==> src/rtl/rdo_pkg.sv <==
`timescale 1ns/1ps
package rdo_pkg;
  localparam int QUAL_W       = 2;
  localparam int ITEM_W       = 6;
  localparam int GROUP_W      = 8;
  localparam int HALF_W       = 16;
  localparam int WORD_W       = QUAL_W + ITEM_W + GROUP_W + HALF_W;
  localparam int KINDS_PER_GE = 4;
  localparam int SHIELD_ITEMS = 2;

  typedef enum logic [2:0] {
    K_PATTERN,
    K_GE_EHI,
    K_GE_ELO,
    K_TAC_TRIG,
    K_TAC_XO,
    K_SH_E,
    K_SH_T
  } kind_t;

  typedef logic [QUAL_W-1:0] qual_t;
endpackage

==> src/rtl/rdo_qual.sv <==
`timescale 1ns/1ps
module rdo_qual
  import rdo_pkg::*;
(
  input  kind_t kind,
  input  logic  pre_pu,
  input  logic  post_pu,
  input  logic  veto,
  output qual_t qual
);
  always_comb begin
    unique case (kind)
      K_GE_EHI, K_GE_ELO: qual = {pre_pu | post_pu, veto};
      K_TAC_XO:           qual = {pre_pu, post_pu};
      K_SH_E, K_SH_T:     qual = 2'b11;
      default:            qual = 2'b00;
    endcase
  end
endmodule

==> src/rtl/rdo_seq.sv <==
`timescale 1ns/1ps
module rdo_seq
  import rdo_pkg::*;
#(
  parameter int GE_CH = 5,
  parameter int VAL_W = 13,
  localparam int PAT_W     = 8 + GE_CH,
  localparam int VEC_W     = GE_CH * VAL_W,
  localparam int NUM_ITEMS = 1 + KINDS_PER_GE * GE_CH + SHIELD_ITEMS,
  localparam int CNT_W     = $clog2(NUM_ITEMS)
)(
  input  logic                 clk,
  input  logic                 rst_n,
  input  logic                 mark_mode,
  input  logic                 stall,
  input  logic                 evt_valid,
  input  logic [PAT_W-1:0]     evt_pattern,
  input  logic [VEC_W-1:0]     evt_ehi,
  input  logic [VEC_W-1:0]     evt_elo,
  input  logic [VEC_W-1:0]     evt_ttrig,
  input  logic [VEC_W-1:0]     evt_txo,
  input  logic [GE_CH-1:0]     evt_pre,
  input  logic [GE_CH-1:0]     evt_post,
  input  logic                 evt_veto,
  input  logic [VAL_W-1:0]     evt_sh_e,
  input  logic [VAL_W-1:0]     evt_sh_t,
  input  logic [NUM_ITEMS-1:0] item_mask,
  output logic                 evt_ready,
  output logic                 emit_valid,
  output logic [ITEM_W-1:0]    emit_item,
  output kind_t                emit_kind,
  output logic [HALF_W-1:0]    emit_data,
  output logic                 emit_pre,
  output logic                 emit_post,
  output logic                 emit_veto
);
  localparam logic [CNT_W-1:0] LAST_IDX = CNT_W'(NUM_ITEMS - 1);
  localparam logic [CNT_W-1:0] GE_LAST  = CNT_W'(KINDS_PER_GE * GE_CH);
  localparam logic [CNT_W-1:0] SH_E_IDX = CNT_W'(KINDS_PER_GE * GE_CH + 1);

  logic             busy_q, busy_d;
  logic [CNT_W-1:0] cur_q, cur_d;
  logic             accept, reject, start;

  logic [PAT_W-1:0] pat_q;
  logic [VEC_W-1:0] ehi_q, elo_q, ttrig_q, txo_q;
  logic [GE_CH-1:0] pre_q, post_q;
  logic             veto_q;
  logic [VAL_W-1:0] sh_e_q, sh_t_q;

  // Entry decision and item walk.
  always_comb begin
    accept = evt_valid && !busy_q;
    reject = !mark_mode && (evt_veto || (|evt_pre));
    start  = accept && !reject;
    busy_d = busy_q;
    cur_d  = cur_q;
    if (busy_q) begin
      if (!stall) begin
        if (cur_q == LAST_IDX) busy_d = 1'b0;
        else                   cur_d  = cur_q + CNT_W'(1);
      end
    end else if (start) begin
      busy_d = 1'b1;
      cur_d  = '0;
    end
  end

  always_ff @(posedge clk or negedge rst_n) begin
    if (!rst_n) begin
      busy_q <= 1'b0;
      cur_q  <= '0;
    end else begin
      busy_q <= busy_d;
      cur_q  <= cur_d;
    end
  end

  // Event capture, datapath only, loaded with a clock enable.
  always_ff @(posedge clk) begin
    if (start) begin
      pat_q   <= evt_pattern;
      ehi_q   <= evt_ehi;
      elo_q   <= evt_elo;
      ttrig_q <= evt_ttrig;
      txo_q   <= evt_txo;
      pre_q   <= evt_pre;
      post_q  <= evt_post;
      veto_q  <= evt_veto;
      sh_e_q  <= evt_sh_e;
      sh_t_q  <= evt_sh_t;
    end
  end

  // Item decode for the current slot.
  logic [CNT_W-1:0] idx;
  logic [CNT_W-3:0] ch;
  logic [1:0]       sub;

  always_comb begin
    idx       = cur_q - CNT_W'(1);
    ch        = idx[CNT_W-1:2];
    sub       = idx[1:0];
    emit_kind = K_PATTERN;
    emit_data = HALF_W'(pat_q);
    emit_pre  = 1'b0;
    emit_post = 1'b0;
    if (cur_q != '0 && cur_q <= GE_LAST) begin
      emit_pre  = pre_q[ch];
      emit_post = post_q[ch];
      unique case (sub)
        2'd0: begin emit_kind = K_GE_EHI;   emit_data = HALF_W'(ehi_q[int'(ch)*VAL_W +: VAL_W]);   end
        2'd1: begin emit_kind = K_GE_ELO;   emit_data = HALF_W'(elo_q[int'(ch)*VAL_W +: VAL_W]);   end
        2'd2: begin emit_kind = K_TAC_TRIG; emit_data = HALF_W'(ttrig_q[int'(ch)*VAL_W +: VAL_W]); end
        default: begin emit_kind = K_TAC_XO; emit_data = HALF_W'(txo_q[int'(ch)*VAL_W +: VAL_W]);  end
      endcase
    end else if (cur_q == SH_E_IDX) begin
      emit_kind = K_SH_E;
      emit_data = HALF_W'(sh_e_q);
    end else if (cur_q > SH_E_IDX) begin
      emit_kind = K_SH_T;
      emit_data = HALF_W'(sh_t_q);
    end
  end

  assign emit_veto  = veto_q;
  assign emit_item  = ITEM_W'(cur_q);
  assign emit_valid = busy_q && !stall && item_mask[cur_q];
  assign evt_ready  = !busy_q;

  AST_REJECT_IDLE: assert property (@(posedge clk) disable iff (!rst_n)
    (evt_valid && !busy_q && !mark_mode && (evt_veto || (|evt_pre))) |=> !busy_q);
  AST_LAST_SLOT: assert property (@(posedge clk) disable iff (!rst_n)
    $fell(busy_q) |-> ($past(cur_q) == LAST_IDX));
  AST_STALL_HOLDS: assert property (@(posedge clk) disable iff (!rst_n)
    (busy_q && stall) |=> (busy_q && $stable(cur_q)));
endmodule

==> src/rtl/rdo_fifo.sv <==
`timescale 1ns/1ps
module rdo_fifo #(
  parameter int DEPTH = 64,
  parameter int W     = 32,
  localparam int AW   = $clog2(DEPTH)
)(
  input  logic         clk,
  input  logic         rst_n,
  input  logic         clr,
  input  logic         push,
  input  logic [W-1:0] push_data,
  input  logic         pop,
  output logic [W-1:0] head,
  output logic         not_empty,
  output logic         err
);
  localparam logic [AW:0] FULL_CNT = (AW+1)'(DEPTH);

  logic [W-1:0]  mem [DEPTH];
  logic [AW-1:0] wr_q, wr_d, rd_q, rd_d;
  logic [AW:0]   cnt_q, cnt_d;
  logic          err_q, err_d;
  logic          pop_ok, push_ok, ovf;

  always_comb begin
    pop_ok  = pop && (cnt_q != '0);
    push_ok = push && ((cnt_q != FULL_CNT) || pop_ok);
    ovf     = push && !push_ok;
    wr_d    = wr_q;
    rd_d    = rd_q;
    cnt_d   = cnt_q;
    err_d   = err_q | ovf;
    if (clr) begin
      wr_d  = '0;
      rd_d  = '0;
      cnt_d = '0;
      err_d = 1'b0;
    end else begin
      if (push_ok) wr_d = wr_q + AW'(1);
      if (pop_ok)  rd_d = rd_q + AW'(1);
      unique case ({push_ok, pop_ok})
        2'b10:   cnt_d = cnt_q + (AW+1)'(1);
        2'b01:   cnt_d = cnt_q - (AW+1)'(1);
        default: cnt_d = cnt_q;
      endcase
    end
  end

  always_ff @(posedge clk or negedge rst_n) begin
    if (!rst_n) begin
      wr_q  <= '0;
      rd_q  <= '0;
      cnt_q <= '0;
      err_q <= 1'b0;
    end else begin
      wr_q  <= wr_d;
      rd_q  <= rd_d;
      cnt_q <= cnt_d;
      err_q <= err_d;
    end
  end

  always_ff @(posedge clk) begin
    if (push_ok && !clr) mem[wr_q] <= push_data;
  end

  assign head      = mem[rd_q];
  assign not_empty = (cnt_q != '0);
  assign err       = err_q;

  AST_CNT_BOUND: assert property (@(posedge clk) disable iff (!rst_n)
    cnt_q <= FULL_CNT);
  AST_ERR_STICKY: assert property (@(posedge clk) disable iff (!rst_n)
    (err_q && !clr) |=> err_q);
  AST_OVF_FLAGS: assert property (@(posedge clk) disable iff (!rst_n)
    (push && !pop && (cnt_q == FULL_CNT) && !clr) |=> err_q);
  AST_CLR_EMPTIES: assert property (@(posedge clk) disable iff (!rst_n)
    clr |=> (!not_empty && !err_q));
endmodule

==> src/rtl/rdo_word_formatter.sv <==
`timescale 1ns/1ps
module rdo_word_formatter
  import rdo_pkg::*;
#(
  parameter int GE_CH      = 5,
  parameter int VAL_W      = 13,
  parameter int FIFO_DEPTH = 64,
  localparam int PAT_W     = 8 + GE_CH,
  localparam int VEC_W     = GE_CH * VAL_W,
  localparam int NUM_ITEMS = 1 + KINDS_PER_GE * GE_CH + SHIELD_ITEMS
)(
  input  logic                 clk,
  input  logic                 rst_n,
  input  logic                 ctrl_we,
  input  logic [3:0]           ctrl_wdata,
  input  logic [GROUP_W-1:0]   grp_id,
  input  logic [NUM_ITEMS-1:0] item_mask,
  input  logic                 evt_valid,
  output logic                 evt_ready,
  input  logic [PAT_W-1:0]     evt_pattern,
  input  logic [VEC_W-1:0]     evt_ehi,
  input  logic [VEC_W-1:0]     evt_elo,
  input  logic [VEC_W-1:0]     evt_ttrig,
  input  logic [VEC_W-1:0]     evt_txo,
  input  logic [GE_CH-1:0]     evt_pre,
  input  logic [GE_CH-1:0]     evt_post,
  input  logic                 evt_veto,
  input  logic [VAL_W-1:0]     evt_sh_e,
  input  logic [VAL_W-1:0]     evt_sh_t,
  input  logic                 tst_wr,
  input  logic [WORD_W-1:0]    tst_wdata,
  input  logic                 tst_rd,
  output logic                 out_valid,
  input  logic                 out_ready,
  output logic [WORD_W-1:0]    out_data,
  output logic                 err_flag
);
  localparam int CLR_BIT  = 3;
  localparam int MARK_BIT = 1;

  logic mark_q, mark_d;
  logic fifo_clr;
  logic unused_ctrl;

  assign unused_ctrl = ^{ctrl_wdata[0], ctrl_wdata[2]};

  always_comb begin
    mark_d   = ctrl_we ? ctrl_wdata[MARK_BIT] : mark_q;
    fifo_clr = ctrl_we && ctrl_wdata[CLR_BIT];
  end

  always_ff @(posedge clk or negedge rst_n) begin
    if (!rst_n) mark_q <= 1'b0;
    else        mark_q <= mark_d;
  end

  logic              emit_valid;
  logic [ITEM_W-1:0] emit_item;
  kind_t             emit_kind;
  logic [HALF_W-1:0] emit_data;
  logic              emit_pre, emit_post, emit_veto;
  qual_t             emit_qual;

  rdo_seq #(.GE_CH(GE_CH), .VAL_W(VAL_W)) u_seq (
    .clk        (clk),
    .rst_n      (rst_n),
    .mark_mode  (mark_q),
    .stall      (tst_wr),
    .evt_valid  (evt_valid),
    .evt_pattern(evt_pattern),
    .evt_ehi    (evt_ehi),
    .evt_elo    (evt_elo),
    .evt_ttrig  (evt_ttrig),
    .evt_txo    (evt_txo),
    .evt_pre    (evt_pre),
    .evt_post   (evt_post),
    .evt_veto   (evt_veto),
    .evt_sh_e   (evt_sh_e),
    .evt_sh_t   (evt_sh_t),
    .item_mask  (item_mask),
    .evt_ready  (evt_ready),
    .emit_valid (emit_valid),
    .emit_item  (emit_item),
    .emit_kind  (emit_kind),
    .emit_data  (emit_data),
    .emit_pre   (emit_pre),
    .emit_post  (emit_post),
    .emit_veto  (emit_veto)
  );

  rdo_qual u_qual (
    .kind   (emit_kind),
    .pre_pu (emit_pre),
    .post_pu(emit_post),
    .veto   (emit_veto),
    .qual   (emit_qual)
  );

  logic [WORD_W-1:0] seq_word, push_word;
  logic              push;

  always_comb begin
    seq_word  = {emit_qual, emit_item, grp_id, emit_data};
    push      = tst_wr || emit_valid;
    push_word = tst_wr ? tst_wdata : seq_word;
  end

  rdo_fifo #(.DEPTH(FIFO_DEPTH), .W(WORD_W)) u_fifo (
    .clk      (clk),
    .rst_n    (rst_n),
    .clr      (fifo_clr),
    .push     (push),
    .push_data(push_word),
    .pop      (tst_rd || out_ready),
    .head     (out_data),
    .not_empty(out_valid),
    .err      (err_flag)
  );

  AST_SHIELD_QUAL: assert property (@(posedge clk) disable iff (!rst_n)
    (emit_valid && (emit_kind == K_SH_E || emit_kind == K_SH_T)) |-> (seq_word[31:30] == 2'b11));
  AST_TRIG_QUAL: assert property (@(posedge clk) disable iff (!rst_n)
    (emit_valid && emit_kind == K_TAC_TRIG) |-> (seq_word[31:30] == 2'b00));
  AST_TEST_WINS: assert property (@(posedge clk) disable iff (!rst_n)
    tst_wr |-> !emit_valid);
endmodule

==> config.mk <==
export PLATFORM = sky130hd
export DESIGN_NAME = rdo_word_formatter
export DESIGN_NICKNAME = d
export VERILOG_FILES = /design/src/rtl/rdo_pkg.sv /design/src/rtl/rdo_qual.sv /design/src/rtl/rdo_seq.sv /design/src/rtl/rdo_fifo.sv /design/src/rtl/rdo_word_formatter.sv
export SDC_FILE = /design/constraint.sdc
export NUM_CORES = 2
export LEC_CHECK = 0
export ABC_AREA = 0
export BUFFER_PORTS_ARGS = -buffer_cell sky130_fd_sc_hd__buf_4
export CAP_MARGIN = 25
export CELL_PAD_IN_SITES_DETAIL_PLACEMENT = 1
export CELL_PAD_IN_SITES_GLOBAL_PLACEMENT = 1
export CORE_ASPECT_RATIO = 2
export CORE_MARGIN = 4
export CORE_UTILIZATION = 30
export CTS_BUF_LIST = sky130_fd_sc_hd__clkbuf_8
export DETAILED_ROUTE_END_ITERATION = 8
export PLACE_DENSITY_LB_ADDON = 0.1
export SLEW_MARGIN = 40
export SYNTH_ARGS = -nofsm -noshare
export SYNTH_HDL_FRONTEND = slang
export SYNTH_SLANG_ARGS = --single-unit
==> constraint.sdc <==
create_clock -name clk -period 32.2 [get_ports clk]
set_input_delay 1.61 -clock clk [delete_from_list [all_inputs] [get_ports clk]]
set_output_delay 1.61 -clock clk [all_outputs]
set_load 0.01 [all_outputs]
==> metrics <==
CP bufs+invs=5; RePlAce Congestion=0.760; static leakage=34.0 nW; FMAX=132 MHz; post-layout util=35.4%; Required @ worst endpoint=30.59 ns; total internal power=6.03 mW; Worst Setup Slack post-DPL=25.18 ns; DRT Pass-1 Iters=6; max-slew violation count=0; headroom to the max-slew limit=41.8%; effective utilization at floorplan=30.1%; largest area contributor in the netlist=sky130_fd_sc_hd__edfxtp_1; Worst Setup Path Type=reg -> out; Die Footprint=316000 µm²; cell class contributing the biggest share of worst-path delay=buffers and inverters; Final HPWL DP=179000 µm; total vias in the final route=44500; initial antenna violation count=40; area post-placement=102000 µm²; final standard cell area without fillers=108000 µm²; synthesized net count=4320; switching component of the power=2.93 mW; clk_lat worst skew=1.03 ns; number of violations of the max-capacitance limit=0; share of total power in sequential cells=43.0%; sequential cell area fraction in the yosys report=77.7%; share of flip-flops with an asynchronous set or reset after synthesis=1.13%; total congestion overflow=0; status=finished clean; power density over the cells=83.0 nW/µm²; portion of synthesized cell area occupied by the leading cell type=77.0%; total routed wirelength=297000 µm; die height=791 µm; proportion of layout cells with a drive suffix above 1=37.5%; part of the total power dissipated in the clock network=25.9%; Fin Clk Skew=0.0669 ns; setup slack after layout=24.65 ns; count of buffers inserted at the top-level ports=416; Cell Area, Synth=92000 µm²; synth warn=0; Distinct cells, synth=73; die width=400 µm; switching share of total power=32.7%; relative area change from synthesis to final layout=17.5%; Top-Level Pins=419; count of fill cells added during filler insertion=29700; Synth Area per Inst=23.5 µm²; final period utilization=23.5%; library cell used as clock root buffer=sky130_fd_sc_hd__clkbuf_8; Worst Hold Class=reg -> reg; cell breakdown of the critical path=buf_12 > buf_16 > buf_4 > buf_4 > mux4_2 > mux4_2 > mux4_2 > buf_4; type of origin of the critical path=flop; dpl cells=8324; combined area of the multi-input logic cells=20000 µm²; Critical Path AT=5.94 ns; maximum number of pins on one net before global-route repair=99; instance count of the mapped netlist=3922; number of global-route vias before repair=50000; DRC violation count after routing=0; final antenna-violating net count=0; slowest CP cell=sky130_fd_sc_hd__dfrtp_4; layout net count=5047; Placeable Area=305000 µm²; CTS tree=yes; wire length of the first global-routing pass=409000 µm; number of hold buffers added after cts=0; detailed router's first-iteration violation count=2913; routed via count divided by cell count=4.96; post-layout instance count excluding filler cells=8965; power after layout=8.96 mW; Cell Rows=287; per-cell routed wire length=33.1 µm; maximum level of the CTS H-tree=5; Worst-Margin Slew=0.871 ns; Fin Hold WS=0.533 ns; post-cts sizing count=0; Sinks on Clock Net=2385; post-CTS clock slew at the launch and capture registers of the worst setup and hold paths=0.07 ns; Seq cells post-synth=2385; area occupied by registers=71500 µm²; Longest Clk Path Bufs=4; number of flops mapped to enable cells by yosys=2358; time the worst path needs with I/O delays and setup=7.55 ns; crit-path max FO=65; number of failing setup endpoints in the final timing report=0; Comb power frac=31.1%; main flop type after synthesis=sky130_fd_sc_hd__edfxtp_1; Crit. End Element=output pin; Synth area leaders=sky130_fd_sc_hd__edfxtp_1 (77%), sky130_fd_sc_hd__mux4_2 (17%), sky130_fd_sc_hd__dfrtp_1 (0.73%); crit-path max cell delay=0.81 ns; maximum resistive drop on vdd=0.0489 mV; total CTS buffers=362; Post CTS Setup Buffer Count=0; total negative setup slack=0 ns; total global-route track usage=18.7%; number of failing hold endpoints at the final stage=0; setup repair after global routing missed its margin=false
-- registers in the layout (all words and copies together) (netlist names), 6 cells and up --
| signal | count |
|---|---|
| u_seq.ttrig_q | 65 |
| u_seq.txo_q | 65 |
| u_fifo.mem | 2048 |
| u_seq.ehi_q | 65 |
| u_seq.sh_e_q | 13 |
| u_fifo.wr_q | 6 |
| u_seq.elo_q | 65 |
| u_fifo.rd_q | 6 |
| u_fifo.cnt_q | 7 |
| u_seq.sh_t_q | 13 |
| u_seq.pat_q | 13 |
-- Yosys cell counts (3+ instances only) --
cell,count
sky130_fd_sc_hd__clkbuf_1,140
sky130_fd_sc_hd__buf_2,52
sky130_fd_sc_hd__o31ai_1,6
sky130_fd_sc_hd__o21ai_0,54
sky130_fd_sc_hd__mux2i_1,31
sky130_fd_sc_hd__a222oi_1,65
sky130_fd_sc_hd__a31oi_1,11
sky130_fd_sc_hd__mux4_2,689
sky130_fd_sc_hd__nor2_1,71
sky130_fd_sc_hd__nand4_1,7
sky130_fd_sc_hd__xnor2_1,7
sky130_fd_sc_hd__buf_4,9
sky130_fd_sc_hd__buf_1,27
sky130_fd_sc_hd__nand3b_1,5
sky130_fd_sc_hd__nor2b_1,4
sky130_fd_sc_hd__nand3_1,10
sky130_fd_sc_hd__nor3_1,45
sky130_fd_sc_hd__a221oi_1,9
sky130_fd_sc_hd__a21o_1,4
sky130_fd_sc_hd__a221o_1,3
sky130_fd_sc_hd__ha_1,13
sky130_fd_sc_hd__mux2_1,4
sky130_fd_sc_hd__nand2b_1,3
sky130_fd_sc_hd__buf_6,4
sky130_fd_sc_hd__mux2_2,15
sky130_fd_sc_hd__xor2_1,6
sky130_fd_sc_hd__nand2_1,81
sky130_fd_sc_hd__inv_1,34
sky130_fd_sc_hd__o21a_1,3
sky130_fd_sc_hd__or3_1,5
sky130_fd_sc_hd__dfrtp_1,27
sky130_fd_sc_hd__o22ai_1,11
sky130_fd_sc_hd__and2_1,18
sky130_fd_sc_hd__o21ai_1,11
sky130_fd_sc_hd__edfxtp_1,2358
sky130_fd_sc_hd__a21oi_1,29
-- cell type report --
type | instances | area share, %
diodes | 20 | 0.0463
clock buffers | 368 | 4.69
clock inverters | 246 | 1.16
inverters | 35 | 0.122
multi-input cells | 1270 | 18.5
flip-flops and latches | 2385 | 66.2
well taps | 4046 | 4.68
repair buffers | 595 | 4.59
-- cells by family after synthesis --
group / share of synthesized area, %
compound gates: 1.87
buf+inv: 1.23
mux: 17.4
fa+ha+maj: 0.199
simple gates: 1.42
xor+xnor: 0.124
flops: 77.7
-- metal layers --
metal	global-route usage (%)	vias to the layer above	part of all wire (%)
met5	0	-	0.056
met4	4.09	22	2.3
met3	4.11	358	5.5
met2	35.8	1238	56
met1	20.9	24500	36
li1	-	18400	-
-- power groups by stage --
stage / clock network [mW] / logic (mW) / registers (mW)
after detailed placement: 0 / 2.89 / 3.93
after CTS: 2.43 / 2.90 / 3.86
final: 2.32 / 2.79 / 3.86
after global placement: 0 / 2.83 / 3.93
after global routing: 2.55 / 2.99 / 3.87
after floorplan: 0 / 1.67 / 3.92
-- final timing paths --
kind,from,to,cells after the start,slack [ns]
min reg2reg,mark_q,mark_q,1,0.53
min in group asynchronous,rst_n,u_fifo.rd_q[3],1,0.57
max reg2reg,u_seq.cur_q[2],u_fifo.mem[47][17],9,27.47
min,mark_q,mark_q,1,0.53
max in group asynchronous,rst_n,u_fifo.rd_q[1],1,31.28
max,u_fifo.rd_q[1],out_data[20],8,24.65
-- placed cells by master (no fill, tap or decap), drive strengths merged, types with 45 or more instances in the layout --
master / n
nand2: 81
clkbuf: 368
clkinv: 101
o21ai: 65
nor3: 45
mux4: 689
nor2: 71
buf: 595
edfxtp: 2358
inv: 166
a222oi: 65
(Power assumes the default switching activity.)
